==> src/rtl/pll_cfg_pkg.sv <==
package pll_cfg_pkg;
    localparam int WORD_W = 21;
    localparam int REF_W  = 15;
    localparam int SWL_W  = 5;
    localparam int MAIN_W = 13;
    localparam int TSEL_W = 4;

    // field positions inside the received word (bit 0 is the last bit shifted)
    localparam int FLD_LO   = 2;
    localparam int REF_HI   = FLD_LO + REF_W - 1;
    localparam int SAT_BIT  = REF_HI + 1;
    localparam int RSV_BIT  = REF_HI + 2;
    localparam int CPD_BIT  = REF_HI + 3;
    localparam int AEND_BIT = REF_HI + 4;
    localparam int SWL_HI   = FLD_LO + SWL_W - 1;
    localparam int MAIN_HI  = SWL_HI + MAIN_W;
    localparam int GO_BIT   = MAIN_HI + 1;
    localparam int TSEL_HI  = FLD_LO + TSEL_W - 1;

    localparam logic [REF_W-1:0]  DEF_REF  = REF_W'(40);
    localparam logic [SWL_W-1:0]  DEF_SWL  = SWL_W'(3);
    localparam logic [MAIN_W-1:0] DEF_MAIN = MAIN_W'(181);

    typedef enum logic [1:0] {
        CMD_REF  = 2'b00,
        CMD_FB   = 2'b10,
        CMD_INIT = 2'b11,
        CMD_TEST = 2'b01
    } cmd_e;

    typedef struct packed {
        logic [REF_W-1:0]  ref_v;
        logic [SWL_W-1:0]  swl_v;
        logic [MAIN_W-1:0] main_v;
    } div_t;

    typedef struct packed {
        logic go;
        logic sat;
        logic cpd;
        logic aend;
    } accel_t;

    localparam div_t   DEF_DIV   = '{ref_v: DEF_REF, swl_v: DEF_SWL, main_v: DEF_MAIN};
    localparam accel_t DEF_ACCEL = '{go: 1'b1, sat: 1'b1, cpd: 1'b1, aend: 1'b1};

    // code is {first-arriving-last bit, second-to-last bit} = {word[0], word[1]}
    function automatic cmd_e word_cmd(input logic [WORD_W-1:0] w);
        return cmd_e'({w[0], w[1]});
    endfunction
endpackage

==> src/rtl/pcfg_serial_rx.sv <==
module pcfg_serial_rx
    import pll_cfg_pkg::*;
#(
    parameter int W = WORD_W
) (
    input  logic         clk,
    input  logic         rst,
    input  logic         ser_clk,
    input  logic         ser_dat,
    input  logic         ser_latch,
    output logic [W-1:0] word,
    output logic         load
);
    logic ck_q, le_q;
    logic [W-1:0] sr;

    always_ff @(posedge clk) begin
        if (rst) begin
            ck_q <= 1'b0;
            le_q <= 1'b0;
            sr   <= '0;
        end else begin
            ck_q <= ser_clk;
            le_q <= ser_latch;
            if (ser_clk && !ck_q)
                sr <= {sr[W-2:0], ser_dat};
        end
    end

    assign word = sr;
    assign load = ser_latch && !le_q;
endmodule

==> src/rtl/pcfg_cmd_regs.sv <==
module pcfg_cmd_regs
    import pll_cfg_pkg::*;
(
    input  logic              clk,
    input  logic              rst,
    input  logic              load,
    input  logic [WORD_W-1:0] word,
    input  logic              test_off,
    output div_t              stg,
    output accel_t            accel,
    output logic [TSEL_W-1:0] tsel
);
    logic unused_rsv;
    assign unused_rsv = word[RSV_BIT];

    always_ff @(posedge clk) begin
        if (rst) begin
            stg   <= DEF_DIV;
            accel <= DEF_ACCEL;
            tsel  <= '0;
        end else begin
            if (load) begin
                unique case (word_cmd(word))
                    CMD_REF: begin
                        stg.ref_v  <= word[REF_HI:FLD_LO];
                        accel.sat  <= word[SAT_BIT];
                        accel.cpd  <= word[CPD_BIT];
                        accel.aend <= word[AEND_BIT];
                    end
                    CMD_FB: begin
                        stg.swl_v  <= word[SWL_HI:FLD_LO];
                        stg.main_v <= word[MAIN_HI:SWL_HI+1];
                        accel.go   <= word[GO_BIT];
                    end
                    CMD_INIT: begin
                        stg   <= DEF_DIV;
                        accel <= DEF_ACCEL;
                    end
                    CMD_TEST: begin
                        if (!test_off)
                            tsel <= word[TSEL_HI:FLD_LO];
                    end
                    default: ;
                endcase
            end
            if (test_off)
                tsel <= '0;
        end
    end
endmodule

==> src/rtl/pcfg_div_xfer.sv <==
module pcfg_div_xfer
    import pll_cfg_pkg::*;
(
    input  logic clk,
    input  logic rst,
    input  logic cmp_tick,
    input  logic standby,
    input  div_t stg,
    output div_t act
);
    always_ff @(posedge clk) begin
        if (rst)
            act <= DEF_DIV;
        else if (cmp_tick || standby)
            act <= stg;
    end
endmodule

==> src/rtl/pll_serial_cfg.sv <==
module pll_serial_cfg
    import pll_cfg_pkg::*;
(
    input  logic              clk,
    input  logic              rst,
    input  logic              ser_clk,
    input  logic              ser_dat,
    input  logic              ser_latch,
    input  logic              test_off,
    input  logic              standby,
    input  logic              cmp_tick,
    output logic [REF_W-1:0]  ref_div,
    output logic [SWL_W-1:0]  swallow,
    output logic [MAIN_W-1:0] main_div,
    output logic              pull_go,
    output logic              sat_rst,
    output logic              cp_dbl,
    output logic              auto_end,
    output logic [TSEL_W-1:0] test_sel
);
    logic [WORD_W-1:0] word;
    logic              load;
    div_t              stg_div;
    div_t              act_div;
    accel_t            accel;

    pcfg_serial_rx #(.W(WORD_W)) u_rx (
        .clk(clk), .rst(rst), .ser_clk(ser_clk), .ser_dat(ser_dat),
        .ser_latch(ser_latch), .word(word), .load(load)
    );

    pcfg_cmd_regs u_regs (
        .clk(clk), .rst(rst), .load(load), .word(word), .test_off(test_off),
        .stg(stg_div), .accel(accel), .tsel(test_sel)
    );

    pcfg_div_xfer u_xfer (
        .clk(clk), .rst(rst), .cmp_tick(cmp_tick), .standby(standby),
        .stg(stg_div), .act(act_div)
    );

    assign ref_div  = act_div.ref_v;
    assign swallow  = act_div.swl_v;
    assign main_div = act_div.main_v;
    assign pull_go  = accel.go;
    assign sat_rst  = accel.sat;
    assign cp_dbl   = accel.cpd;
    assign auto_end = accel.aend;
endmodule

==> config.mk <==
export PLATFORM = sky130hd
export DESIGN_NAME = pll_serial_cfg
export DESIGN_NICKNAME = d
export VERILOG_FILES = /design/src/rtl/pll_cfg_pkg.sv /design/src/rtl/pcfg_serial_rx.sv /design/src/rtl/pcfg_cmd_regs.sv /design/src/rtl/pcfg_div_xfer.sv /design/src/rtl/pll_serial_cfg.sv
export SDC_FILE = /design/constraint.sdc
export NUM_CORES = 1
export LEC_CHECK = 0
export BUFFER_PORTS_ARGS = -buffer_cell sky130_fd_sc_hd__buf_2
export CORE_MARGIN = 3
export CORE_UTILIZATION = 30
export CTS_BUF_LIST = sky130_fd_sc_hd__clkbuf_4
export CTS_CLUSTER_DIAMETER = 200
export CTS_CLUSTER_SIZE = 8
export DETAILED_ROUTE_END_ITERATION = 8
export PLACE_DENSITY = 0.5
export SETUP_SLACK_MARGIN = 0.05
export SLEW_MARGIN = 5
export SYNTH_ARGS = -nofsm -noshare
export SYNTH_HDL_FRONTEND = slang
export SYNTH_SLANG_ARGS = --single-unit
==> constraint.sdc <==
create_clock -name clk -period 1.5 [get_ports clk]
set_input_delay 0.225 -clock clk [delete_from_list [all_inputs] [get_ports clk]]
set_output_delay 0.225 -clock clk [all_outputs]
set_load 0.02 [all_outputs]
## After elaboration in Yosys (flattened, before gate mapping)

Cells that the tools add are included.

- Equality and inequality tests: 3
- Reductions and logical operators: 12
- Mux-type cells: 4

Operators with widths:

| cell | number |
|---|---|
| 18-bit case mux with 2 select lines | 1 |
| 15-bit case mux with 2 select lines | 1 |
| 3-bit case mux with 2 select lines | 1 |
| 2-bit AND reduction | 3 |
| 2-bit == test, second input constant | 2 |
| 2-bit nonzero test | 2 |
| 2-bit by 1-bit == test with 1-bit output, second input constant | 1 |
| 1-bit logical AND | 2 |
| 1-bit logical NOT | 2 |
| 2-bit logical NOT | 1 |
| 1-bit case mux with 2 select lines | 1 |
| 2-bit OR reduction | 1 |
| 1-bit logical OR | 1 |

- Input bits: 8
- Flip-flop bits (word level): 97
- Output and inout port bits: 41

## Logic depth before layout (Yosys ltp)

Gate-level depths: netlist of run 1.

- Depth after elaboration: 3
- Mapped depth: 7
- Mapped depth without buffers: 5

## Modules after synthesis

From an unflattened synthesis of run 1, not the netlist that was laid out.

- Cells, all modules: 417
- Area, all modules: 4116.4 µm²

Modules (own cells, without submodules):

| module | times used | sequential area each (µm²) | area each (µm²) | cells each |
|---|---|---|---|---|
| pcfg_cmd_regs | 1 | 820.8 | 1879.3 | 191 |
| pcfg_div_xfer | 1 | 660.6 | 1341.3 | 151 |
| pcfg_serial_rx | 1 | 460.4 | 895.9 | 75 |

## Worst setup path after synthesis of run 1

OpenSTA, ideal clock, no wires.

- Kind: reg2reg
- Start: register u_rx.sr[0], in the netlist u_rx.word[0]
- End: register u_regs.stg[23] (netlist name)
- Slack: 0.046 ns
- Data arrival time: 1.327 ns
- Cell stages (with the launch flop): 8
- Library setup time: 0.127 ns
- Clock period less this slack: 1.454 ns
- Buffers on the path: 2
- Path through: dfxtp_1 -> inv_1 -> ha_1 -> and3b_1 -> buf_2 -> buf_4 -> nor3_1 -> a21oi_1

- Word-level cells in the longest chain between the ends: 3
- Elaborated cells between the ends (all ways): 5
- Classes of those cells: 1 x eq/ne; 1 x mux; 3 x reduce/logical

Ends and longest elaborated chain:

| item | line | RTL |
|---|---|---|
| start, declared | pcfg_serial_rx.sv:15 | `logic [W-1:0] sr;` |
| start signal, assigned | pcfg_serial_rx.sv:26 | `sr <= {sr[W-2:0], ser_dat};` |
| 2-bit == test / 2-bit logical NOT (equally long branches) | pcfg_cmd_regs.sv:23 | `unique case (word_cmd(word))` |
| 2-bit nonzero test (no line) | - |  |
| 2-bit AND reduction (no line) | - |  |

Parallel ways exist; a longest one is shown, timed or not.
A chain may end at the register's enable or synchronous reset.

## Worst setup path after layout of run 1

- Start: register u_rx.sr[0], in the netlist u_rx.word[0]
- End: register u_regs.stg[18] (netlist name)

- Word-level cells in the longest chain between the ends: 3
- Elaborated cells between the ends (all ways): 5
- Classes of those cells: 1 x eq/ne; 1 x mux; 3 x reduce/logical

Ends and longest elaborated chain:

| item | line |
|---|---|
| 2-bit == test / 2-bit logical NOT (equally long branches) | pcfg_cmd_regs.sv:23 |
| 2-bit nonzero test (no line) | - |
| 2-bit AND reduction (no line) | - |

Parallel ways exist; a longest one is shown, timed or not.

==> results.py, run 1 <==
metrics = {
    "placement": {
        "place_ws_ps": 40.7,
        "io_buffer_count": 48,
        "hpwl_um": 5850,
        "post_dp_cell_area_um2": 4070,
        "place.gp.congestion": 0.739,
    },
    "critical_path": {
        "worstSetupPathType": "flop to flop",
        "rr_startpoint": "u_rx.word[0]$_SDFFE_PP0P_",
        "worstPathRequired_ps": 1880,
        "critPathArrivalTime_ps": 1790,
        "cp_max_fo": 12,
        "cp-startpoint": "u_rx.word[0]$_SDFFE_PP0P_",
        "start_kind": "flop",
        "endpoint_kind": "flop",
    },
    "sta": {
        "hold_viol_final": 0,
        "fin_crit_sh": 0.940,
        "fin_skew_ps": 11.9,
        "slew_headroom": 0.589,
        "fin_ws_ps": 90.0,
        "tightest_slew_ps": 617,
        "rsz0062_at_grt": "yes",
        "setup_tns_ps": 0,
        "setup_viol": 0,
        "slew_violations": 0,
        "min_period_ps": 1410,
        "max_freq_mhz": 709,
    },
    "layout": {
        "final_cell_area_um2": 4320,
        "area_growth_pct": 19.0,
        "drive_above_1_share": 0.203,
        "finalNetCount": 488,
        "final_common_cell": "nand2_1",
        "n_fill_cell": 1218,
        "mostFrequentLayoutCells": "nand2_1, dfxtp_1, a21oi_1",
    },
    "die": {
        "die_w_um": 116,
        "core_um2": 11600,
        "die_h_um": 116,
        "io_pins": 49,
        "start_util": 0.312,
        "die_area_um2": 13500,
        "row_count": 39,
    },
    "pwr": {
        "p_clk_frac": 0.283,
        "internal-power_mw": 3.10,
        "comb_power_share": 0.090,
        "p_seq_frac": 0.628,
        "design_power_total_mw": 4.22,
        "leakage_nw": 1.59,
        "vdd_drop_max_mv": 0.291,
        "p_switching_mw": 1.11,
        "cellPowerDensity_nw_per_um2": 976,
        "p_sw_frac": 0.264,
    },
    "synth": {
        "avgSynthCellArea_um2": 8.44,
        "synth_warnings": 0,
        "synth_top_area_cell": "dfxtp_1",
        "synth_ff_type": "dfxtp_1",
        "synth.distinct_cells": 21,
        "postSynthCellCount": 430,
        "synth-edff-count": 0,
        "syn_area_um2": 3630,
        "synth_fp_nets": 441,
        "async_flop_share": 0,
        "synthTopCellsByArea": "dfxtp_1, nand2_1, a21oi_1",
        "synth-seq-cells": 97,
        "seq_area_frac_synth": 0.535,
        "yosysTopAreaCellShare": 0.535,
    },
    "route": {
        "wl_met3_um": 231,
        "ant_nets": 0,
        "drc": 0,
        "routed_wl_um": 8580,
        "viasPerCell": 4.81,
        "drt-met1-wl_um": 4190,
        "met2WireLength_um": 4000,
        "drt_first_pass_iters": 4,
        "num_vias": 3013,
        "wl_per_cell_um": 13.7,
        "drtIter0Drc": 168,
        "highest-signal-layer": "met4",
    },
    "clock_tree": {
        "clkLatencyLatePin_ps": 440,
        "cts_tree": "built",
        "cts_root_buf": "clkbuf_4",
        "cts_buffers": 9,
        "cts_max_path_buffers": 2,
        "cts-htree-levels": 3,
        "clk_pin_slew_worst_paths_ps": 150,
        "cts_sinks": 97,
    },
    "global_route": {
        "track_usage": 0.130,
        "overflow": 0,
        "grt_first_pass_wirelength_um": 13900,
        "grt_pass1_vias": 2835,
        "antenna_found_initial": 0,
        "grt_start_max_net_pins": 34,
    },
    "job": {
        "cap_violations": 0,
    },
    "min_path": {
        "hp-start": "ser_latch",
        "hold_class": "primary input to flop",
    },
    "outcome": {
        "status": "completed",
    },
}
[final timing paths]
path                                 endpoint  slack, ps  cells after the start
hold reg to reg   u_xfer.act[24]$_SDFFE_PP0P_        450                      2
hold / removal           u_rx.le_q$_SDFF_PP0_         80                      2
setup / recovery  u_regs.stg[18]$_SDFFE_PP0P_         90                      6
setup reg to reg  u_regs.stg[18]$_SDFFE_PP0P_         90                      6
[sequential cells by signal (all words and copies together), names as in the netlist]
name          count
u_rx.word        21
u_regs.accel      4
u_rx.le_q         1
u_xfer.act       33
u_regs.stg       33
u_rx.ck_q         1
u_regs.tsel       4
[area by class of cell]
class                      instances  area [um2]  share of cell area
sequential                        97        1950               0.451
timing repair buffer              71         492               0.114
inverter                           2        7.51             0.00174
multi-input combinational        296        1580               0.366
antenna                            1        2.50            0.000579
clock inverter                     6        35.0             0.00811
tap                              143         179              0.0414
clock buffer                      10        75.1              0.0174
[cells in the mapped netlist, types with 2 or more instances]
| cell type | instances |
|---|---|
| nand2b_1 | 2 |
| nand3b_1 | 24 |
| nand2_1 | 121 |
| nor2b_1 | 3 |
| mux2i_1 | 12 |
| nand4b_1 | 11 |
| dfxtp_1 | 97 |
| buf_2 | 16 |
| inv_1 | 2 |
| nor2_1 | 10 |
| clkbuf_1 | 17 |
| ha_1 | 3 |
| a21oi_1 | 74 |
| o21ai_0 | 12 |
| nor3_1 | 20 |
[power groups by stage]
stage,clock [mW],combinational (mW),sequential (mW)
after global routing,1.34,0.417,2.65
after detailed placement,0,0.340,2.70
after global placement,0,0.336,2.70
final,1.19,0.379,2.65
after floorplan,0,0.197,2.72
after CTS,1.26,0.348,2.64
[repair_timing]
item	CTS	global route
endpoints found under the hold margin	6	0
pin swaps	0	3
buffers inserted	0	1
hold buffers	3	0
endpoints found under the setup margin	6	34
cloned	0	2
gates resized for setup	1	15
[per-layer routing]
metal / track usage / up-vias
li1: - / 1535
met1: 0.169 / 1419
met2: 0.209 / 47
met3: 0.0204 / 12
met4: 0.0626 / 0
met5: 0 / -
[worst max-delay path, stage by stage, from the launching register on]
cell      delay, ps
dfxtp_4         400
inv_2            50
ha_4            260
and3b_2         250
buf_12          140
nand3b_1        110
a21oi_2         140
[kinds of logic (layout without fill, tap and decap cells)]
family / after synthesis / count (layout) / share of synthesized area
other cells: 0 / 1 / 0
simple gates: 195 / 195 / 0.256
buf+inv: 37 / 89 / 0.0469
mux: 12 / 12 / 0.0331
compound gates: 86 / 86 / 0.119
flops: 97 / 97 / 0.535
fa+ha+maj: 3 / 3 / 0.0103
[through the flow]
stage | hold slack (ps) | utilization | std cells
2_1_floorplan | 304 | - | 430
3_3_place_gp | 436 | 0.350 | 603
3_5_place_dp | 441 | 0.350 | 603
4_1_cts | 47.3 | 0.363 | 622
5_1_grt | 64.5 | 0.372 | 625
6_report | 84.5 | 0.372 | 626
Note: power is estimated with default switching activity, not from simulation.
==> run 2, diff against run 1 <==
Settings changed: CORE_UTILIZATION 30 to 53, PLACE_DENSITY 0.5 to 0.78.
==> run 2 against run 1 <==
Against the previous run: flip-flop and latch count unchanged; sequential share of layout area up 1.3 points; via count down 0.43%; routed wire length down 8.6%; global-route usage up 7.4 points; setup slack worse by 24 ps; die area down 41%; clock power up 34%; total power up 8.8%; combinational power down 7.1%; largest cell class unchanged.
==> results.py, run 2 (synthesis results as in run 1) <==
metrics = {
    "outcome": {
        "status": "completed",
    },
    "global_route": {
        "track_usage": 0.204,
        "overflow": 0,
        "grt_pass1_vias": 2768,
        "grt_first_pass_wirelength_um": 12600,
        "grt_start_max_net_pins": 50,
        "antenna_found_initial": 0,
    },
    "placement": {
        "place.gp.congestion": 0.809,
        "hpwl_um": 5090,
        "post_dp_cell_area_um2": 3940,
        "dp_cells": 534,
        "io_buffer_count": 48,
    },
    "sta": {
        "rsz0062_at_grt": "yes",
        "fin_crit_sh": 0.956,
        "hold_viol_final": 0,
        "min_period_ps": 1430,
        "fin_skew_ps": 11.3,
        "hold_ws_ps": 24.0,
        "slew_headroom": 0.591,
        "max_freq_mhz": 698,
        "setup_viol": 0,
        "tightest_slew_ps": 613,
        "slew_violations": 0,
    },
    "clock_tree": {
        "cts_max_path_buffers": 2,
        "cts_root_buf": "clkbuf_4",
        "cts_tree": "built",
        "cts_sinks": 97,
        "cts-htree-levels": 3,
        "clk_pin_slew_worst_paths_ps": 150,
        "clkLatencyLatePin_ps": 440,
        "cts_buffers": 9,
    },
    "route": {
        "wl_per_cell_um": 14.2,
        "drt-met1-wl_um": 3640,
        "routed_wl_um": 7850,
        "viasPerCell": 5.42,
        "wl_met3_um": 290,
        "highest-signal-layer": "met4",
        "drc": 0,
        "met2WireLength_um": 3770,
        "drtIter0Drc": 173,
        "drt_first_pass_iters": 5,
        "num_vias": 3000,
        "ant_nets": 0,
    },
    "layout": {
        "drive_above_1_share": 0.193,
        "stdcell_count": 553,
        "mostFrequentLayoutCells": "nand2_1, dfxtp_1, a21oi_1",
        "final_common_cell": "nand2_1",
        "antenna_cells": 0,
        "final_cell_area_um2": 4200,
        "area_growth_pct": 15.7,
        "final_core_util": 0.647,
        "finalNetCount": 482,
    },
    "die": {
        "die_h_um": 88.7,
        "row_count": 29,
        "die_area_um2": 7870,
        "core_um2": 6490,
        "io_pins": 49,
        "die_w_um": 88.7,
        "start_util": 0.559,
    },
    "critical_path": {
        "crit_buf_inv": 2,
        "start_kind": "flop",
        "endpoint_kind": "flop",
        "critPathArrivalTime_ps": 1780,
        "worstPathRequired_ps": 1850,
        "cpMaxStageDelayCell": "dfxtp_4",
        "worstSetupPathType": "flop to flop",
        "path_delay_family": "flip-flops",
        "cpPeakStageDelay_ps": 390,
        "path_cells": "inv_1, ha_1, and3b_2, clkbuf_16, nor3_2, a21oi_1",
        "cp_max_fo": 11,
    },
    "job": {
        "cap_violations": 0,
    },
    "min_path": {
        "hold_class": "primary input to flop",
    },
    "pwr": {
        "vdd_drop_max_mv": 0.491,
        "cellPowerDensity_nw_per_um2": 1090,
        "design_power_total_mw": 4.59,
        "leakage_nw": 1.59,
    },
}
==> run 2: cell count changes in the layout (fill, tap and decap cells not counted), sizes merged <==
cell and change:
buf -4, bufinv +2, clkinv -2, dlygate4sd3 -2, inv +2, clkbuf -1, clkinvlp -1, diode -1
==> run 2: cell type report <==
type / count / area, um2
Clock inverter: 7 / 103
Tap cell: 77 / 96.3
Inverter: 2 / 7.51
Multi-Input combinational cell: 296 / 1570
Timing Repair Buffer: 65 / 413
Clock buffer: 9 / 67.6
Sequential cell: 97 / 1950
Fill cell: 546 / 2300
==> run 2: final timing paths <==
path / from / end / cells past startpoint / slack [ps]
max: u_rx.word[0]$_SDFFE_PP0P_ / u_regs.accel[1]$_SDFFE_PP1P_ / 6 / 70
min: ser_dat / u_rx.word[0]$_SDFFE_PP0P_ / 3 / 20
max reg2reg: u_rx.word[0]$_SDFFE_PP0P_ / u_regs.accel[1]$_SDFFE_PP1P_ / 6 / 70
min reg2reg: u_xfer.act[22]$_SDFFE_PP0P_ / u_xfer.act[22]$_SDFFE_PP0P_ / 2 / 460
==> run 2: routing by layer <==
layer / track usage / vias up
met2: 0.342 / 52
met3: 0.0326 / 15
met1: 0.256 / 1416
met5: 0 / -
met4: 0.0934 / 0
li1: - / 1517
==> run 2: power by group <==
group          total, mW  internal (mW)  switching [mW]  leakage [nW]
clock network       1.59          0.696           0.894        0.0876
registers           2.65           2.62          0.0268         0.787
logic              0.352          0.121           0.231         0.714
total               4.59           3.44            1.15          1.59
==> run 2: repair_timing <==
action                                  in CTS  in global routing
gates resized for setup                      0                 12
hold buffers                                 1                  0
endpoints found under the hold margin        4                  0
buffers inserted                             0                  1
endpoints found under the setup margin       0                 19
==> run 2: worst min-delay path, delay by kind of cell <==
family,cells,cell delay (ps)
compound gates,1,60
buf+inv,1,100
simple gates,1,50
==> run 2: metrics by stage <==
step           setup WS [ps]  TNS, ps
6_report                66.4        0
5_1_grt                -3.33    -3.33
4_1_cts                 64.3        0
3_5_place_dp             110        0
3_3_place_gp             158        0
2_1_floorplan           86.7        0
